===== src/rtl/nvm_pkg.sv =====
package nvm_pkg;
  typedef enum logic [1:0] {
    OP_PROGRAM   = 2'b00,
    OP_ERASE_ONE = 2'b01,
    OP_ERASE_BLK = 2'b10,
    OP_ERASE_ALL = 2'b11
  } nvm_op_e;

  localparam int BIT_PWR   = 0;
  localparam int BIT_LATCH = 2;
  localparam int BIT_RCSEL = 3;
  localparam int BIT_MODE  = 4;
endpackage


===== src/rtl/nvm_rst_sync.sv =====
module nvm_rst_sync (
  input  logic clk,
  input  logic rst_n,
  output logic rst_ns
);
  logic [1:0] sync_q;

  always_ff @(posedge clk or negedge rst_n) begin
    if (!rst_n) sync_q <= 2'b00;
    else        sync_q <= {sync_q[0], 1'b1};
  end

  assign rst_ns = sync_q[1];
endmodule


===== src/rtl/nvm_ctrl_reg.sv =====
module nvm_ctrl_reg
  import nvm_pkg::*;
#(
  parameter int DATA_W = 8,
  parameter int IDX_W  = 7
) (
  input  logic              clk,
  input  logic              rst_n,
  input  logic              ctrl_wr,
  input  logic              wr_latch,
  input  logic              wr_pwr,
  input  logic              wr_rcsel,
  input  nvm_op_e           wr_mode,
  input  logic              arr_wr,
  input  logic [IDX_W-1:0]  arr_idx,
  input  logic [DATA_W-1:0] arr_data,
  output logic              latch_q,
  output logic              pwr_q,
  output logic              rcsel_q,
  output nvm_op_e           mode_q,
  output logic              cap_q,
  output logic [IDX_W-1:0]  cap_idx_q,
  output logic [DATA_W-1:0] cap_data_q,
  output logic              fire
);
  logic              latch_d, pwr_d, rcsel_d, cap_d;
  nvm_op_e           mode_d;
  logic [IDX_W-1:0]  cap_idx_d;
  logic [DATA_W-1:0] cap_data_d;
  logic              cap_en;

  // next state
  always_comb begin
    latch_d    = latch_q;
    pwr_d      = pwr_q;
    rcsel_d    = rcsel_q;
    mode_d     = mode_q;
    cap_d      = cap_q;
    cap_en     = 1'b0;
    cap_idx_d  = cap_idx_q;
    cap_data_d = cap_data_q;
    if (ctrl_wr) begin
      latch_d = wr_latch;
      rcsel_d = wr_rcsel;
      mode_d  = wr_mode;
      // power only follows the data when already latched and staying latched
      pwr_d   = latch_q & wr_latch & wr_pwr;
      if (!wr_latch) cap_d = 1'b0;
    end else if (arr_wr && latch_q) begin
      cap_d      = 1'b1;
      cap_en     = 1'b1;
      cap_idx_d  = arr_idx;
      cap_data_d = arr_data;
    end
  end

  assign fire = ctrl_wr & latch_q & wr_latch & wr_pwr & ~pwr_q & cap_q;

  // registers
  always_ff @(posedge clk or negedge rst_n) begin
    if (!rst_n) begin
      latch_q <= 1'b0;
      pwr_q   <= 1'b0;
      rcsel_q <= 1'b0;
      mode_q  <= OP_PROGRAM;
      cap_q   <= 1'b0;
    end else begin
      latch_q <= latch_d;
      pwr_q   <= pwr_d;
      rcsel_q <= rcsel_d;
      mode_q  <= mode_d;
      cap_q   <= cap_d;
    end
  end

  always_ff @(posedge clk or negedge rst_n) begin
    if (!rst_n) begin
      cap_idx_q  <= '0;
      cap_data_q <= '0;
    end else if (cap_en) begin
      cap_idx_q  <= cap_idx_d;
      cap_data_q <= cap_data_d;
    end
  end
endmodule


===== src/rtl/nvm_span_dec.sv =====
module nvm_span_dec
  import nvm_pkg::*;
#(
  parameter int ARR_BYTES = 128,
  parameter int BLK_BYTES = 32
) (
  input  nvm_op_e                          mode,
  input  logic [$clog2(ARR_BYTES)-1:0]     idx,
  output logic [ARR_BYTES-1:0]             sel
);
  localparam int IDX_W  = $clog2(ARR_BYTES);
  localparam int BLK_SH = $clog2(BLK_BYTES);

  for (genvar i = 0; i < ARR_BYTES; i++) begin : g_sel
    localparam logic [IDX_W-1:0] IDX_I = IDX_W'(i);
    always_comb begin
      unique case (mode)
        OP_PROGRAM,
        OP_ERASE_ONE: sel[i] = (idx == IDX_I);
        OP_ERASE_BLK: sel[i] = (idx[IDX_W-1:BLK_SH] == IDX_I[IDX_W-1:BLK_SH]);
        default:      sel[i] = 1'b1;
      endcase
    end
  end
endmodule


===== src/rtl/nvm_cell_array.sv =====
module nvm_cell_array #(
  parameter int ARR_BYTES = 128,
  parameter int DATA_W    = 8
) (
  input  logic                         clk,
  input  logic                         rst_n,
  input  logic                         fire,
  input  logic                         erase,
  input  logic [ARR_BYTES-1:0]         sel,
  input  logic [DATA_W-1:0]            wdata,
  input  logic [$clog2(ARR_BYTES)-1:0] rd_idx,
  output logic [DATA_W-1:0]            rd_data,
  output logic [ARR_BYTES*DATA_W-1:0]  flat
);
  logic [DATA_W-1:0] mem_q [ARR_BYTES];

  for (genvar i = 0; i < ARR_BYTES; i++) begin : g_cell
    logic [DATA_W-1:0] cell_d;
    logic              cell_en;

    always_comb begin
      cell_en = fire & sel[i];
      cell_d  = erase ? '0 : (mem_q[i] | wdata);
    end

    always_ff @(posedge clk or negedge rst_n) begin
      if (!rst_n)       mem_q[i] <= '0;
      else if (cell_en) mem_q[i] <= cell_d;
    end

    assign flat[i*DATA_W +: DATA_W] = mem_q[i];
  end

  assign rd_data = mem_q[rd_idx];
endmodule


===== src/rtl/nvm_pe_ctrl.sv =====
module nvm_pe_ctrl
  import nvm_pkg::*;
#(
  parameter int                ADDR_W    = 9,
  parameter int                DATA_W    = 8,
  parameter int                ARR_BYTES = 128,
  parameter int                BLK_BYTES = 32,
  parameter logic [ADDR_W-1:0] ARR_BASE  = 9'h140,
  parameter logic [ADDR_W-1:0] CTRL_ADDR = 9'h0C0
) (
  input  logic              clk,
  input  logic              rst_n,
  input  logic [ADDR_W-1:0] bus_addr,
  input  logic [DATA_W-1:0] bus_wdata,
  input  logic              bus_rd,
  input  logic              bus_wr,
  output logic [DATA_W-1:0] bus_rdata,
  output logic              pump_en,
  output logic              rc_sel
);
  localparam int                IDX_W    = $clog2(ARR_BYTES);
  localparam logic [ADDR_W-1:0] ARR_LAST = ARR_BASE + ADDR_W'(ARR_BYTES - 1);

  logic              rst_ns;
  logic              ctrl_hit, in_arr, ctrl_wr, arr_wr;
  logic [IDX_W-1:0]  bus_idx;
  logic              latch_q, pwr_q, rcsel_q, cap_q, fire;
  nvm_op_e           mode_q;
  logic [IDX_W-1:0]  cap_idx_q;
  logic [DATA_W-1:0] cap_data_q;
  logic [ARR_BYTES-1:0]        sel;
  logic [DATA_W-1:0]           arr_rd;
  logic [ARR_BYTES*DATA_W-1:0] arr_flat;
  logic [DATA_W-1:0]           ctrl_val;
  logic                        read_block;

  nvm_rst_sync u_rst (.clk(clk), .rst_n(rst_n), .rst_ns(rst_ns));

  assign ctrl_hit = (bus_addr == CTRL_ADDR);
  assign in_arr   = (bus_addr >= ARR_BASE) && (bus_addr <= ARR_LAST);
  assign bus_idx  = bus_addr[IDX_W-1:0] - ARR_BASE[IDX_W-1:0];
  assign ctrl_wr  = bus_wr & ctrl_hit;
  assign arr_wr   = bus_wr & in_arr;

  nvm_ctrl_reg #(.DATA_W(DATA_W), .IDX_W(IDX_W)) u_reg (
    .clk       (clk),
    .rst_n     (rst_ns),
    .ctrl_wr   (ctrl_wr),
    .wr_latch  (bus_wdata[BIT_LATCH]),
    .wr_pwr    (bus_wdata[BIT_PWR]),
    .wr_rcsel  (bus_wdata[BIT_RCSEL]),
    .wr_mode   (nvm_op_e'(bus_wdata[BIT_MODE +: 2])),
    .arr_wr    (arr_wr),
    .arr_idx   (bus_idx),
    .arr_data  (bus_wdata),
    .latch_q   (latch_q),
    .pwr_q     (pwr_q),
    .rcsel_q   (rcsel_q),
    .mode_q    (mode_q),
    .cap_q     (cap_q),
    .cap_idx_q (cap_idx_q),
    .cap_data_q(cap_data_q),
    .fire      (fire)
  );

  // operation uses the mode carried by the power-on write itself
  nvm_op_e fire_mode;
  assign fire_mode = nvm_op_e'(bus_wdata[BIT_MODE +: 2]);

  nvm_span_dec #(.ARR_BYTES(ARR_BYTES), .BLK_BYTES(BLK_BYTES)) u_span (
    .mode(fire_mode),
    .idx (cap_idx_q),
    .sel (sel)
  );

  nvm_cell_array #(.ARR_BYTES(ARR_BYTES), .DATA_W(DATA_W)) u_arr (
    .clk    (clk),
    .rst_n  (rst_ns),
    .fire   (fire),
    .erase  (fire_mode != OP_PROGRAM),
    .sel    (sel),
    .wdata  (cap_data_q),
    .rd_idx (bus_idx),
    .rd_data(arr_rd),
    .flat   (arr_flat)
  );

  always_comb begin
    ctrl_val                  = '0;
    ctrl_val[BIT_PWR]         = pwr_q;
    ctrl_val[BIT_LATCH]       = latch_q;
    ctrl_val[BIT_RCSEL]       = rcsel_q;
    ctrl_val[BIT_MODE +: 2]   = mode_q;
  end

  assign read_block = latch_q & cap_q;

  always_comb begin
    bus_rdata = '0;
    if (bus_rd) begin
      if (ctrl_hit)    bus_rdata = ctrl_val;
      else if (in_arr) bus_rdata = read_block ? '1 : arr_rd;
    end
  end

  assign pump_en = pwr_q;
  assign rc_sel  = rcsel_q;
endmodule


===== config.mk =====
export PLATFORM = sky130hd
export DESIGN_NAME = nvm_pe_ctrl
export DESIGN_NICKNAME = d
export VERILOG_FILES = /design/src/rtl/nvm_pkg.sv /design/src/rtl/nvm_rst_sync.sv /design/src/rtl/nvm_ctrl_reg.sv /design/src/rtl/nvm_span_dec.sv /design/src/rtl/nvm_cell_array.sv /design/src/rtl/nvm_pe_ctrl.sv
export SDC_FILE = /design/constraint.sdc
export NUM_CORES = 2
export LEC_CHECK = 0
export BUFFER_PORTS_ARGS = -buffer_cell sky130_fd_sc_hd__buf_2
export CAP_MARGIN = 20
export CELL_PAD_IN_SITES_DETAIL_PLACEMENT = 1
export CELL_PAD_IN_SITES_GLOBAL_PLACEMENT = 1
export CORE_MARGIN = 2
export CORE_UTILIZATION = 46
export DETAILED_ROUTE_END_ITERATION = 8
export GPL_ROUTABILITY_DRIVEN = 0
export PLACE_DENSITY = 0.76
export SLEW_MARGIN = 20
export SYNTH_ARGS = -nofsm -noshare
export SYNTH_HDL_FRONTEND = slang
export SYNTH_HIERARCHICAL = 1
export SYNTH_SLANG_ARGS = --single-unit

===== constraint.sdc =====
create_clock -name clk -period 31.4 [get_ports clk]
set_input_delay 6.28 -clock clk [delete_from_list [all_inputs] [get_ports clk]]
set_output_delay 6.28 -clock clk [all_outputs]
set_load 0.03 [all_outputs]

; ---- After elaboration in Yosys (flattened, before gate mapping)
; Index checks and enable logic that the tools add are counted.
[word_totals]
reg_bits = 1047
inputBits = 21
wordCells = 821
[op_classes]
add_sub_neg = 1
n_lt_le_gt_ge = 3
n_eq_ne = 134
n_mux = 268
bitwise = 269
reduce_logical = 10
[op_table]
columns = operator, n
row1 = $mux 8, 134
row2 = $or 8x8->8, 128
row3 = $eq 7x7->1 const B, 64
row4 = $pmux 1 s2, 128
row5 = $eq 7x6->1 const B, 32
row6 = $and 1x1->1, 138
row7 = $eq 7x5->1 const B, 16
row8 = $bmux 8 s7, 1
row9 = $eq 7x4->1 const B, 8
row10 = $eq 7x3->1 const B, 4
row11 = $eq 7x2->1 const B, 2
row12 = $eq 9x8->1 const B, 1
row13 = $ge 9x9->1 const B, 1
row14 = $le 9x9->1 const B, 1
row15 = $ge 8x8->1 const B, 1
row16 = $not 7->8, 1
row17 = $eq 7x1->1 const B, 1
row18 = $logic_not 7->1, 1
row19 = $sub 7x7->7 const B, 1
row20 = $eq 2x2->1 const B, 3
row21 = $mux 1, 5
row22 = $eq 2x1->1 const B, 2
row23 = $logic_not 2->1, 2
row24 = $reduce_bool 2->1, 2
row25 = 6 further kinds, 8

; ---- Depth between registers and ports, before layout
[depth]
ltp_word = 9
ltp_mapped = 11
ltp_nobuf = 7

; ---- Cells and area by module
; Netlist, hierarchy kept.
[by_module_without_submodules]
columns = module, n_inst, cells_each, area_per_inst_um2, seq_area_each_um2
row1 = nvm_cell_array, 1, 4158, 45733.9, 25624.6
row2 = nvm_span_dec, 1, 205, 1029.7, 0.0
row3 = nvm_ctrl_reg, 1, 53, 858.3, 525.5
row4 = nvm_pe_ctrl, 1, 34, 203.9, 0.0
row5 = nvm_rst_sync, 1, 3, 53.8, 50.0

; ---- Worst setup path before layout
; OpenSTA, ideal clock, no wires.
[synth_timing]
kind = input -> output
startpoint = input bus_addr[0]
endpoint = output bus_rdata[2]
t_arrival_ns = 9.160
required_time_ns = 25.120
setup_slack_ns = 15.960
stages = 8
n_path_buf = 2
cell_sequence = buf_2 -> clkbuf_1 -> mux4_2 -> mux4_2 -> mux4_2 -> mux2_2 -> o2111ai_1 -> o21ai_0
[synth_via]
elab_chain_len = 9
[synth_rtl]
columns = element, line
row1 = "start, declared", nvm_pe_ctrl.sv:13  ; input logic [ADDR_W-1:0] bus_addr,
row2 = $sub 7x7->7, nvm_pe_ctrl.sv:41  ; assign bus_idx = bus_addr[IDX_W-1:0] - ARR_BASE[IDX_W-1:0];
row3 = $not 7->8 (not written as such), nvm_cell_array.sv:34  ; assign rd_data = mem_q[rd_idx];
row4 = $bmux 8 s7, nvm_cell_array.sv:34
row5 = $mux 8 (not written as such) (2 in series), nvm_cell_array.sv:34
row6 = net arr_rd[2], nvm_pe_ctrl.sv:32  ; logic [DATA_W-1:0] arr_rd;
row7 = $mux 8 (2 in series), nvm_pe_ctrl.sv:102  ; else if (in_arr) bus_rdata = read_block ? '1 : arr_rd;
row8 = $mux 8, nvm_pe_ctrl.sv:101  ; if (ctrl_hit) bus_rdata = ctrl_val;
row9 = $mux 8, nvm_pe_ctrl.sv:100  ; if (bus_rd) begin
row10 = "end, declared", nvm_pe_ctrl.sv:17  ; output logic [DATA_W-1:0] bus_rdata,
; The timed path passes the listed nets, and every way through them passes these cells. The select of a mux whose other input is x is not followed.

; ---- Final worst setup path
; Ends and elaborated chain as after synthesis.

==> qor.log <==
qor: logic_synthesis.syn_area_per_cell 10.8 um^2
qor: detailed_routing.drt-pass1-iter-count 6
qor: finish.utilization 50.5%
qor: pwr.p_comb_share 8.7%
qor: finish.finalNetCount 4147
qor: placement.numPortBuffers 30
qor: worst_hold_path.min-delay-path-class flip-flop to flip-flop
qor: clock_tree.cts_root_buf clkbuf_16
qor: clock_tree.cts.hold.buffers_added 0
qor: sta.hold_viol_final 0
qor: detailed_routing.post_route_drc 0
qor: sta.setup_viol 0
qor: sta.unrepaired_setup_endpoints_after_global_routing no
qor: sta.post-route-worst-setup-slack 14.54 ns
qor: finish.final_common_cell nor2_1
qor: grt.grt_max_degree 257
qor: logic_synthesis.synthesis.yosys.warnings 6
qor: pwr.total_power 3.10 mW
qor: sta.timing.slew.headroom 17.5%
qor: sta.max_slew_violation_total_from_the_final_report 0
qor: clock_tree.clkTransAtPathRegs 0.05 ns
qor: logic_synthesis.synthFlopType dfrtp_1
qor: worst_hold_path.hp-start u_rst/sync_q[0]
qor: setup_path.arrival 10.58 ns
qor: clock_tree.cts_sinks 1047
qor: pwr.clockPowerShare 45.9%
qor: detailed_routing.totalWireLength 167 mm
qor: floorplan.ios 31
qor: grt.first_global_vias 37900
qor: pwr.power.share.switching 27.3%
qor: sta.period_minus_slack 16.86 ns
qor: worst_hold_path.hold_depth 0
qor: setup_path.timing.critical_path.fanout_max 83
qor: clock_tree.ctsHtreeMaxLevel 3
qor: logic_synthesis.synth-async-reset-ratio 100%
qor: grt.grt_antenna_before_repair 11
qor: clock_tree.insertion_delay 0.71 ns
qor: grt.first_pass_grt_wire_length 253 mm
qor: logic_synthesis.synth_nets 4474
qor: finish.synthToLayoutAreaGrowth 8.96%
qor: pwr.power_density 59.4 nW/um^2
qor: clock_tree.post_cts_setup_buffer_count 0
qor: detailed_routing.detail-route-antenna-nets 0
qor: logic_synthesis.synth-seq-area-share 54.7%
qor: finish.layout_common_cells 1041 x nor2_1, 1038 x dfrtp_1, 1025 x a21oi_1
qor: clock_tree.deepest_clock_path_buffer_count 3
qor: clock_tree.numCtsBuffers 111
qor: grt.total_overflow_reported_by_the_global_router 0
qor: worst_hold_path.worstHoldEndpoint u_rst/sync_q[1]
qor: setup_path.timing.rr.start u_rst/sync_q[1]
qor: floorplan.die_area 107000 um^2
qor: pwr.internal_power 2.25 mW
qor: sta.max_freq 59.3 MHz
qor: finish.final_layout_size_suffix_gt1_share 15.3%
qor: status.run_status completed
qor: detailed_routing.route.vias.total 36600
qor: logic_synthesis.post_synth_instance_area 47900 um^2
qor: detailed_routing.detail_routed_via_count_per_cell 6.54
qor: placement.dpl.hpwl 107 mm
qor: setup_path.rr_worst_depth 5
qor: pwr.p_sw 0.847 mW
qor: grt.track_usage 31.5%
qor: setup_path.setup.worst_path.end_class primary output
qor: floorplan.num_rows 118
qor: setup_path.rrSetupSlack 26.26 ns
qor: logic_synthesis.number_of_flops_mapped_to_enable_cells_by_yosys 0
qor: sta.totalNegativeSetupSlack 0 ns
qor: sta.timing.final.crit_share 53.7%
qor: placement.dp_worst_setup_slack 14.56 ns
qor: clock_tree.cts_resized 0
qor: floorplan.die_width 327 um
qor: setup_path.critPathKind input pin to primary output
qor: floorplan.design.core.area 103000 um^2
qor: clock_tree.cts_tree done
qor: floorplan.initial_cell_density_of_the_core 46.3%
qor: pwr.seq_power_share 45.4%
qor: finish.fill_cells 10900
qor: pwr.peak_vdd_ir 74.0 uV
qor: sta.tightestPinTransition 1.23 ns
qor: setup_path.critical_path_required 25.12 ns
qor: pwr.total_leakage_power 25.6 nW
qor: setup_path.rr_endpoint u_arr/flat[507]
qor: sta.timing.clock.skew 0.0244 ns
qor: floorplan.die_h 327 um
qor: logic_synthesis.yosysUniqueCellTypes 39
qor: detailed_routing.detailedRoute.firstIterationViolations 4530
qor: logic_synthesis.postSynthRegisterBits 1047
qor: detailed_routing.wl_per_cell 29.8 um
qor: setup_path.startpoint_type input pin
qor: logic_synthesis.post_synth_inst_count 4453
qor: flow_run.cap_violations 0
==> worst max-delay path, stage by stage <==
cell and delay, ns:
buf_8 0.65, buf_4 0.88, mux4_2 0.65, mux4_2 0.55
mux4_2 0.53, mux2_2 0.37, o2111ai_1 0.20, o21ai_0 0.12
buf_2 0.19
==> stage by stage <==
stage                     area (um^2)  cells  hold WS (ns)
after floorplan                 47900   4453         0.331
after global placement          48200   5392         0.336
after detailed placement        48200   5392         0.341
after CTS                       52100   5595         0.365
after global routing            52200   5596         0.366
final                           52200   5600         0.360
==> power by group through the flow <==
stage / combinational, mW / clock (mW) / sequential (mW)
3_3_place_gp: 0.249 / 0 / 1.43
5_1_grt: 0.278 / 1.49 / 1.41
4_1_cts: 0.255 / 1.44 / 1.41
2_1_floorplan: 0.161 / 0 / 1.40
3_5_place_dp: 0.254 / 0 / 1.43
6_report: 0.270 / 1.42 / 1.41
==> sequential cells by signal (all words and copies together), names as in the netlist <==
signal,flops
u_arr/flat,1024
u_reg/cap_data_q,8
u_reg/cap_idx_q,7
u_reg/mode_q,2
u_rst/sync_q,2
u_reg/cap_q,1
u_reg/latch_q,1
u_reg/pwr_q,1
u_reg/rcsel_q,1
==> per-layer routing <==
| layer | routed length, um | track usage (%) | vias to the layer above |
|---|---|---|---|
| li1 | - | - | 14800 |
| met1 | 66300 | 43.6 | 19400 |
| met2 | 75900 | 47.6 | 1970 |
| met3 | 17200 | 7.93 | 441 |
| met4 | 7650 | 13.5 | 6 |
| met5 | 34 | 0 | - |
==> final cells by class <==
class                   count  area (um^2)  area share [%]
diodes                      4         10.0          0.0192
clock buffers             157         3260            6.25
clock inverters            46          689            1.32
inverters                   9         33.8          0.0648
multi-input cells        2884        19700            37.7
flip-flops and latches   1047        26200            50.3
well taps                1380         1730            3.31
repair buffers             73          564            1.08
==> cells in the mapped netlist, types with 10 or more instances <==
cell type / count / share of area [%]
dfrtp_1: 1047 / 55
a21oi_1: 1025 / 11
o21ai_0: 89 / 0.93
clkbuf_1: 447 / 3.5
nor2_1: 1041 / 8.2
buf_2: 35 / 0.37
mux2_4: 10 / 0.31
and2_1: 128 / 1.7
mux2_2: 16 / 0.38
buf_1: 20 / 0.16
mux4_2: 336 / 16
o21ai_1: 43 / 0.45
and3_1: 129 / 1.7
nand2_1: 22 / 0.17
==> worst max path at each step <==
stage	from	to	slack [ns]	depth (start not counted)
finish	bus_addr[0]	bus_rdata[2]	14.54	9
global route	bus_addr[0]	bus_rdata[0]	14.28	9
CTS	bus_addr[0]	bus_rdata[2]	14.54	9
detailed placement	bus_addr[0]	bus_rdata[2]	14.56	9
global placement	bus_addr[0]	bus_rdata[2]	14.65	9
floorplan	u_rst/sync_q[1]	u_arr/flat[0]	0.05	0
==> cells by family after synthesis <==
family,share of synthesized area (%)
buffers and inverters,4.29
xor gates and xnor gates,0.0183
other,0.00783
AOI/OAI and AO/OA,12.2
and+or+nand+nor,12.2
muxes,16.5
DFF,54.7
(Power assumes the default switching activity.)
